--- src/rtl/adc_seq_pkg.sv ---
// Package: shared state encoding for the conversion chain sequencer.
// The state value is exported directly as the status code, so the
// encodings below are part of the block's visible behaviour.
package adc_seq_pkg;
    typedef enum logic [2:0] {
        ST_IDLE   = 3'b000,
        ST_PWDN   = 3'b001,
        ST_WAKE   = 3'b010,
        ST_SAMPLE = 3'b100,
        ST_CONV   = 3'b110
    } seq_state_e;
endpackage

--- src/rtl/adc_seq_pick.sv ---
// adc_seq_pick: finds the lowest set mask bit at or above a start index.
// Purely combinational. Assumes FROM may equal NCH, meaning "past the end".
module adc_seq_pick #(
    parameter int NCH = 8,
    parameter int CW  = 3,
    parameter int PW  = 4
) (
    input  logic [NCH-1:0] mask,
    input  logic [PW-1:0]  from,
    output logic           found,
    output logic [CW-1:0]  idx
);
    // Scan from the top down so the last hit is the lowest qualifying index.
    always_comb begin
        found = 1'b0;
        idx   = '0;
        for (int i = NCH - 1; i >= 0; i--) begin
            if (mask[i] && (PW'(i) >= from)) begin
                found = 1'b1;
                idx   = CW'(i);
            end
        end
    end
endmodule

--- src/rtl/adc_seq_trig.sv ---
// adc_seq_trig: edge detector for the external injection trigger.
// Emits a one-cycle pulse on the selected edge when enabled.
// Assumes the trigger is already synchronous to clk.
module adc_seq_trig (
    input  logic clk,
    input  logic rst_n,
    input  logic en,
    input  logic rise_sel,
    input  logic trig_i,
    output logic go_o
);
    logic prev_q;

    // Remember the previous trigger level.
    always_ff @(posedge clk) begin
        if (!rst_n) prev_q <= 1'b0;
        else        prev_q <= trig_i;
    end

    // Select the rising or falling edge and gate it with the enable.
    always_comb begin
        go_o = en & (rise_sel ? (trig_i & ~prev_q) : (~trig_i & prev_q));
    end
endmodule

--- src/rtl/adc_chain_seq.sv ---
// adc_chain_seq: sequencer for normal and injected conversion chains
// sharing one converter. Decisions are made only in the idle gap between
// conversions. Injected chains win that gap, and each chain keeps its own
// resume pointer. Assumes the converter answers each start with one done
// strobe, unless it is told to abort.
module adc_chain_seq
    import adc_seq_pkg::*;
#(
    parameter int NCH      = 8,
    parameter int WAKE_CYC = 4,
    localparam int CW = (NCH > 1) ? $clog2(NCH) : 1,
    localparam int PW = $clog2(NCH + 1),
    localparam int WW = $clog2(WAKE_CYC + 1)
) (
    input  logic           clk,
    input  logic           rst_n,
    input  logic           norm_start_i,
    input  logic           scan_mode_i,
    input  logic [NCH-1:0] norm_mask_i,
    input  logic           inj_start_i,
    input  logic           inj_trig_en_i,
    input  logic           inj_edge_i,
    input  logic           inj_trig_i,
    input  logic [NCH-1:0] inj_mask_i,
    input  logic           abort_conv_i,
    input  logic           abort_chain_i,
    input  logic           pwdn_i,
    input  logic           conv_done_i,
    output logic           conv_start_o,
    output logic [CW-1:0]  conv_chan_o,
    output logic           conv_abort_o,
    output logic           norm_busy_o,
    output logic           inj_busy_o,
    output logic           inj_aborted_o,
    output logic           abort_conv_pend_o,
    output logic           abort_chain_pend_o,
    output logic [CW-1:0]  chan_addr_o,
    output logic [2:0]     status_o
);
    seq_state_e    state;
    logic          norm_run, inj_run, cur_inj;
    logic [PW-1:0] norm_ptr, inj_ptr;
    logic [CW-1:0] chan_q;
    logic          ab_conv_q, ab_chain_q, inj_abt_q;
    logic          norm_start_d, inj_start_d;
    logic [WW-1:0] wake_cnt;

    logic          norm_found, inj_found, ext_go, norm_go, inj_go, kill;
    logic [CW-1:0] norm_idx, inj_idx;

    adc_seq_pick #(.NCH(NCH), .CW(CW), .PW(PW)) u_pick_norm (
        .mask(norm_mask_i), .from(norm_ptr), .found(norm_found), .idx(norm_idx)
    );

    adc_seq_pick #(.NCH(NCH), .CW(CW), .PW(PW)) u_pick_inj (
        .mask(inj_mask_i), .from(inj_ptr), .found(inj_found), .idx(inj_idx)
    );

    adc_seq_trig u_trig (
        .clk(clk), .rst_n(rst_n), .en(inj_trig_en_i), .rise_sel(inj_edge_i),
        .trig_i(inj_trig_i), .go_o(ext_go)
    );

    // Request edges and the abort kill condition.
    always_comb begin
        norm_go = norm_start_i & ~norm_start_d;
        inj_go  = (inj_start_i & ~inj_start_d) | ext_go;
        kill    = (state == ST_CONV) & (ab_conv_q | ab_chain_q);
    end

    // Main control: phase, chain activity, pointers and channel latch.
    always_ff @(posedge clk) begin
        if (!rst_n) begin
            state    <= ST_IDLE;
            norm_run <= 1'b0;
            inj_run  <= 1'b0;
            cur_inj  <= 1'b0;
            norm_ptr <= '0;
            inj_ptr  <= '0;
            chan_q   <= '0;
            wake_cnt <= '0;
        end else begin
            case (state)
                ST_IDLE: begin
                    if (pwdn_i && !norm_run && !inj_run) begin
                        state <= ST_PWDN;
                    end else if (inj_run) begin
                        if (inj_found) begin
                            chan_q  <= inj_idx;
                            inj_ptr <= PW'(inj_idx) + PW'(1);
                            cur_inj <= 1'b1;
                            state   <= ST_SAMPLE;
                        end else begin
                            inj_run <= 1'b0;
                        end
                    end else if (norm_run) begin
                        if (norm_found) begin
                            chan_q   <= norm_idx;
                            norm_ptr <= PW'(norm_idx) + PW'(1);
                            cur_inj  <= 1'b0;
                            state    <= ST_SAMPLE;
                        end else if (scan_mode_i && norm_start_i) begin
                            norm_ptr <= '0;
                        end else begin
                            norm_run <= 1'b0;
                        end
                    end
                end
                ST_SAMPLE: state <= ST_CONV;
                ST_CONV: begin
                    if (kill) begin
                        state <= ST_IDLE;
                        if (ab_chain_q) begin
                            if (cur_inj) inj_run  <= 1'b0;
                            else         norm_run <= 1'b0;
                        end
                    end else if (conv_done_i) begin
                        state <= ST_IDLE;
                    end
                end
                ST_PWDN: begin
                    if (!pwdn_i) begin
                        state    <= ST_WAKE;
                        wake_cnt <= WW'(WAKE_CYC);
                    end
                end
                ST_WAKE: begin
                    if (wake_cnt <= WW'(1)) state <= ST_IDLE;
                    else                    wake_cnt <= wake_cnt - WW'(1);
                end
                default: state <= ST_IDLE;
            endcase
            if (inj_go && !inj_run) begin
                inj_run <= 1'b1;
                inj_ptr <= '0;
            end
            if (norm_go && !norm_run) begin
                norm_run <= 1'b1;
                norm_ptr <= '0;
            end
        end
    end

    // Abort flags, the injected-abort flag and the start edge history.
    always_ff @(posedge clk) begin
        if (!rst_n) begin
            ab_conv_q    <= 1'b0;
            ab_chain_q   <= 1'b0;
            inj_abt_q    <= 1'b0;
            norm_start_d <= 1'b0;
            inj_start_d  <= 1'b0;
        end else begin
            ab_conv_q    <= abort_conv_i  | (ab_conv_q  & ~conv_start_o);
            ab_chain_q   <= abort_chain_i | (ab_chain_q & ~conv_start_o);
            if (inj_go && !inj_run)  inj_abt_q <= 1'b0;
            else if (kill && cur_inj) inj_abt_q <= 1'b1;
            norm_start_d <= norm_start_i;
            inj_start_d  <= inj_start_i;
        end
    end

    // Output mapping.
    always_comb begin
        conv_start_o       = (state == ST_SAMPLE);
        conv_chan_o        = chan_q;
        conv_abort_o       = kill;
        norm_busy_o        = norm_run;
        inj_busy_o         = inj_run;
        inj_aborted_o      = inj_abt_q;
        abort_conv_pend_o  = ab_conv_q;
        abort_chain_pend_o = ab_chain_q;
        chan_addr_o        = chan_q;
        status_o           = state;
    end
endmodule

--- config.mk ---
export PLATFORM = sky130hd
export DESIGN_NAME = adc_chain_seq
export DESIGN_NICKNAME = d
export VERILOG_FILES = /design/src/rtl/adc_seq_pkg.sv /design/src/rtl/adc_seq_pick.sv /design/src/rtl/adc_seq_trig.sv /design/src/rtl/adc_chain_seq.sv
export SDC_FILE = /design/constraint.sdc
export NUM_CORES = 1
export LEC_CHECK = 0
export ABC_AREA = 1
export CAP_MARGIN = 25
export CORE_UTILIZATION = 50
export DETAILED_ROUTE_END_ITERATION = 8
export PLACE_DENSITY = 0.93
export SYNTH_ARGS = -nofsm -noshare
export SYNTH_HDL_FRONTEND = slang
export SYNTH_SLANG_ARGS = --single-unit
--- constraint.sdc ---
create_clock -name clk -period 4.5 [get_ports clk]
set_input_delay 0.675 -clock clk [delete_from_list [all_inputs] [get_ports clk]]
set_output_delay 0.675 -clock clk [all_outputs]
set_load 0.02 [all_outputs]
==> results.md <==
* Worst Hold Class: reg2reg
* Final Skew at 0.00875 ns
* Grt total ovfl at 0
* Placed Area at ~2100 um^2
* Hold WS at around 0.50 ns
* Vias in the first global route at 1,631
* CTS max path bufs at 2
* Syn nets at 298
* Seq/Total Area, Yosys at 31.0%
* I/O Buffers at 43
* Post-cts resize count at 0
* Detailed Place HPWL at approximately 3000 um
* PD cells at between 400 and 500 nW/um^2
* P_sw at about 0.47 mW
* Avg Vias per Cell at approximately 5.0
* Int Pwr at ~0.61 mW
* CTS sink cnt at 26
* CP endpoint kind: output pin
* Final #Nets at roughly 340
* N_diodes at 0
* Bufs and invs on worst path at 2
* Final RePlAce weighted congestion at between 0.8 and 0.9
* Row count at 20
* Mean routed wirelength per cell at between 10 and 15 um
* Cts bufs inserted at 3
* Finished Cell Area at 2190 um^2
* Initial antenna violation count at 0
* Seq pwr share at around 31%
* Postcts setup bufs at 0
* Startpoint types: flop
* Arrival time worst endpoint at approximately 1.8 ns
* Filler cell count at approximately 270
* Setup WS pre-CTS at ~2.1 ns
* Max transition margin at a little over two thirds
* Slew @ Worst Pin at about 0.45 ns
* Setup total negative slack at 0 ns
* Clock share of power at 15.4%
* Fin crit period at roughly 2.5 ns
* Root buf cell: clkbuf_4
* Avg Cell Area, Syn at around 6.3 um^2
* Post-route ant nets at 0
* Synth Warn # at 0
* CP top delay family: buffers and inverters
* Initial Utilization at a little over half
* Status: finished, final reports clean
* Layout overhead on the synthesized area at 30.2%
* Gr usage total at a little under a quarter
* IO Pins at between 40 and 50
* Reg clk slew, reported paths at between 0.15 and 0.2 ns
* Register bit total from synthesis at 26
* DRC viols at 0
* RSZ-0062 raised after global routing: no
* DR vias at between 1,500 and 2,000
* CTS tree: done
* Highest clock rate at around 400 MHz
* Hold Buf Count CTS at 0
* Max FO, Critical Path at 5
* Slew Limit Fails at 0
* Die span in y at 60.0 um
* Worst VDD drop at ~0.35 mV
* First-pass GRT wire length at around 6600 um
* Final setup fails at 0
* Critical Path, Cell by Cell: inv_1 -> nand3_1 -> nor2_1 -> clkdlybuf4s50_1
* Die area at around 3600 um^2
* Largest stage delay on the critical path at roughly 0.64 ns
* Leakage power at between 1 and 1.5 nW
* Setup CP Type: reg2out
* Total power at 1.08 mW
* Net Sw Frac at a little over two fifths
* Fin util at a little over two thirds
* Period utilization at 55.4%
* Netlist cell types at 27
* Max cap viols at 0
* Post-route setup slack at approximately 2 ns
* Final-report hold violation count at 0
* Inst Count DP at 350
* Max stage delay cell, worst path: clkdlybuf4s50_1
* Share of cells above drive strength 1 at about a tenth
* Critical Path RT at about 3.8 ns
* Core Area at about 3100 um^2
* Clock latency on the worst-skew pair at about 0.33 ns
* Layout Cells excl Fill at 354
* Die width at about 60 um
* Cells after Synth at about 270
* Pin count of the biggest net entering global routing at 16
* Gate power share at ~53%
* Total Routed Length at roughly 4000 um
* First drt pass iteration count at 4
* Htree depth at 1
* Syn Std Cell Area at ~1700 um^2
* Initial DRC count at approximately 130
[power groups by stage]
stage	clock (mW)	sequential, mW	combinational [mW]
6_report	0.166	0.338	0.576
5_1_grt	0.173	0.346	0.650
4_1_cts	0.163	0.338	0.574
3_5_place_dp	0	0.343	0.569
3_3_place_gp	0	0.340	0.557
2_1_floorplan	0	0.366	0.378
[layout by cell type, fill, tap and decap left out]
| master | synthesis | final |
|---|---|---|
| nand2_1 | 74 | 74 |
| ha_1 | 3 | 3 |
| a211oi_2 | 2 | 2 |
| nor3_2 | 1 | 1 |
| a31oi_1 | 2 | 2 |
| a211oi_1 | 2 | 2 |
| clkinv_1 | 1 | 1 |
| clkdlybuf4s50_1 | 0 | 43 |
| nand4_1 | 2 | 2 |
| nand4_2 | 1 | 1 |
| o21ai_0 | 11 | 11 |
| nor2_2 | 6 | 6 |
| nor3_1 | 3 | 3 |
| o21ba_2 | 1 | 1 |
| nand3b_1 | 2 | 2 |
| nor4_1 | 1 | 1 |
| a21oi_1 | 18 | 18 |
| o21a_1 | 1 | 1 |
| nor2_1 | 35 | 35 |
| inv_1 | 37 | 37 |
| xnor2_1 | 2 | 2 |
| nand3_1 | 18 | 18 |
| clkbuf_4 | 0 | 3 |
| inv_2 | 2 | 2 |
| bufinv_16 | 0 | 1 |
| nand3_2 | 6 | 6 |
| nor2_4 | 1 | 1 |
| nand2_2 | 5 | 5 |
| dfxtp_1 | 26 | 26 |
[worst min-delay path, stage by stage (launching register included)]
cell and delay, ns:
dfxtp_1 0.34, inv_1 0.07, a211oi_1 0.06
[final cells by class]
| cell class | count | area, um^2 | area share (%) |
|---|---|---|---|
| Tap cell | 44 | 55.1 | 2.51 |
| Sequential cell | 26 | 520 | 23.8 |
| Multi-Input combinational cell | 197 | 981 | 44.8 |
| Clock buffer | 3 | 22.5 | 1.03 |
| Inverter | 40 | 150 | 6.86 |
| Timing Repair Buffer | 43 | 430 | 19.7 |
| Clock inverter | 1 | 30.0 | 1.37 |
[flip-flops by register name, indices dropped and copies added, names as in the netlist]
signal and flops:
u_trig.prev_q 1, inj_start_d 1, inj_ptr 4, abort_conv_pend_o 1
abort_chain_pend_o 1, norm_ptr 4, cur_inj 1, inj_aborted_o 1
wake_cnt 3, status_o 3, chan_addr_o 3, inj_busy_o 1
norm_busy_o 1, norm_start_d 1
[kinds of logic (layout without fill, tap and decap cells)]
kind of cell / count (synthesis) / count (layout) / share of synthesized area [%]
xor+xnor: 2 / 2 / 1.04
compound gates: 37 / 37 / 12.8
buf+inv: 44 / 87 / 10.7
flops: 26 / 26 / 31.0
simple gates: 155 / 155 / 42.3
fa+ha+maj: 3 / 3 / 2.23
[path summary, 6_finish.rpt]
path                             startpoint            to  slack [ns]  cells after the start
worst max-delay path            status_o[0]  conv_abort_o        2.01                      4
worst min-delay path            wake_cnt[1]   wake_cnt[1]        0.50                      2
worst max register to register  norm_ptr[1]   norm_ptr[2]        2.73                     14
worst min register to register  wake_cnt[1]   wake_cnt[1]        0.50                      2
[metal layers]
| layer | wire (um) | track usage (%) | vias to the layer above |
|---|---|---|---|
| li1 | - | - | 932 |
| met2 | 1850 | 43.3 | 59 |
| met1 | 1810 | 29.6 | 787 |
| met5 | 0 | 0 | - |
| met4 | 30 | 5.65 | 0 |
| met3 | 241 | 2.16 | 5 |
[cells in the mapped netlist, drive strengths merged]
cell type  count  area share [%]
ha             3             2.2
o21a           1            0.45
nor2          42              11
buf            4             1.8
nand3         24             8.9
dfxtp         26              31
xnor2          2             1.0
a21oi         18             5.4
a211oi         4             2.4
nor4           1            0.37
nand3b         2            0.89
nand4          3             1.5
o21ba          1            0.60
nand2         79              18
o21ai         11             3.3
nor3           4             1.5
a31oi          2            0.74
inv           39             8.7
clkinv         1            0.22
Power figures use the tool's default switching activity.
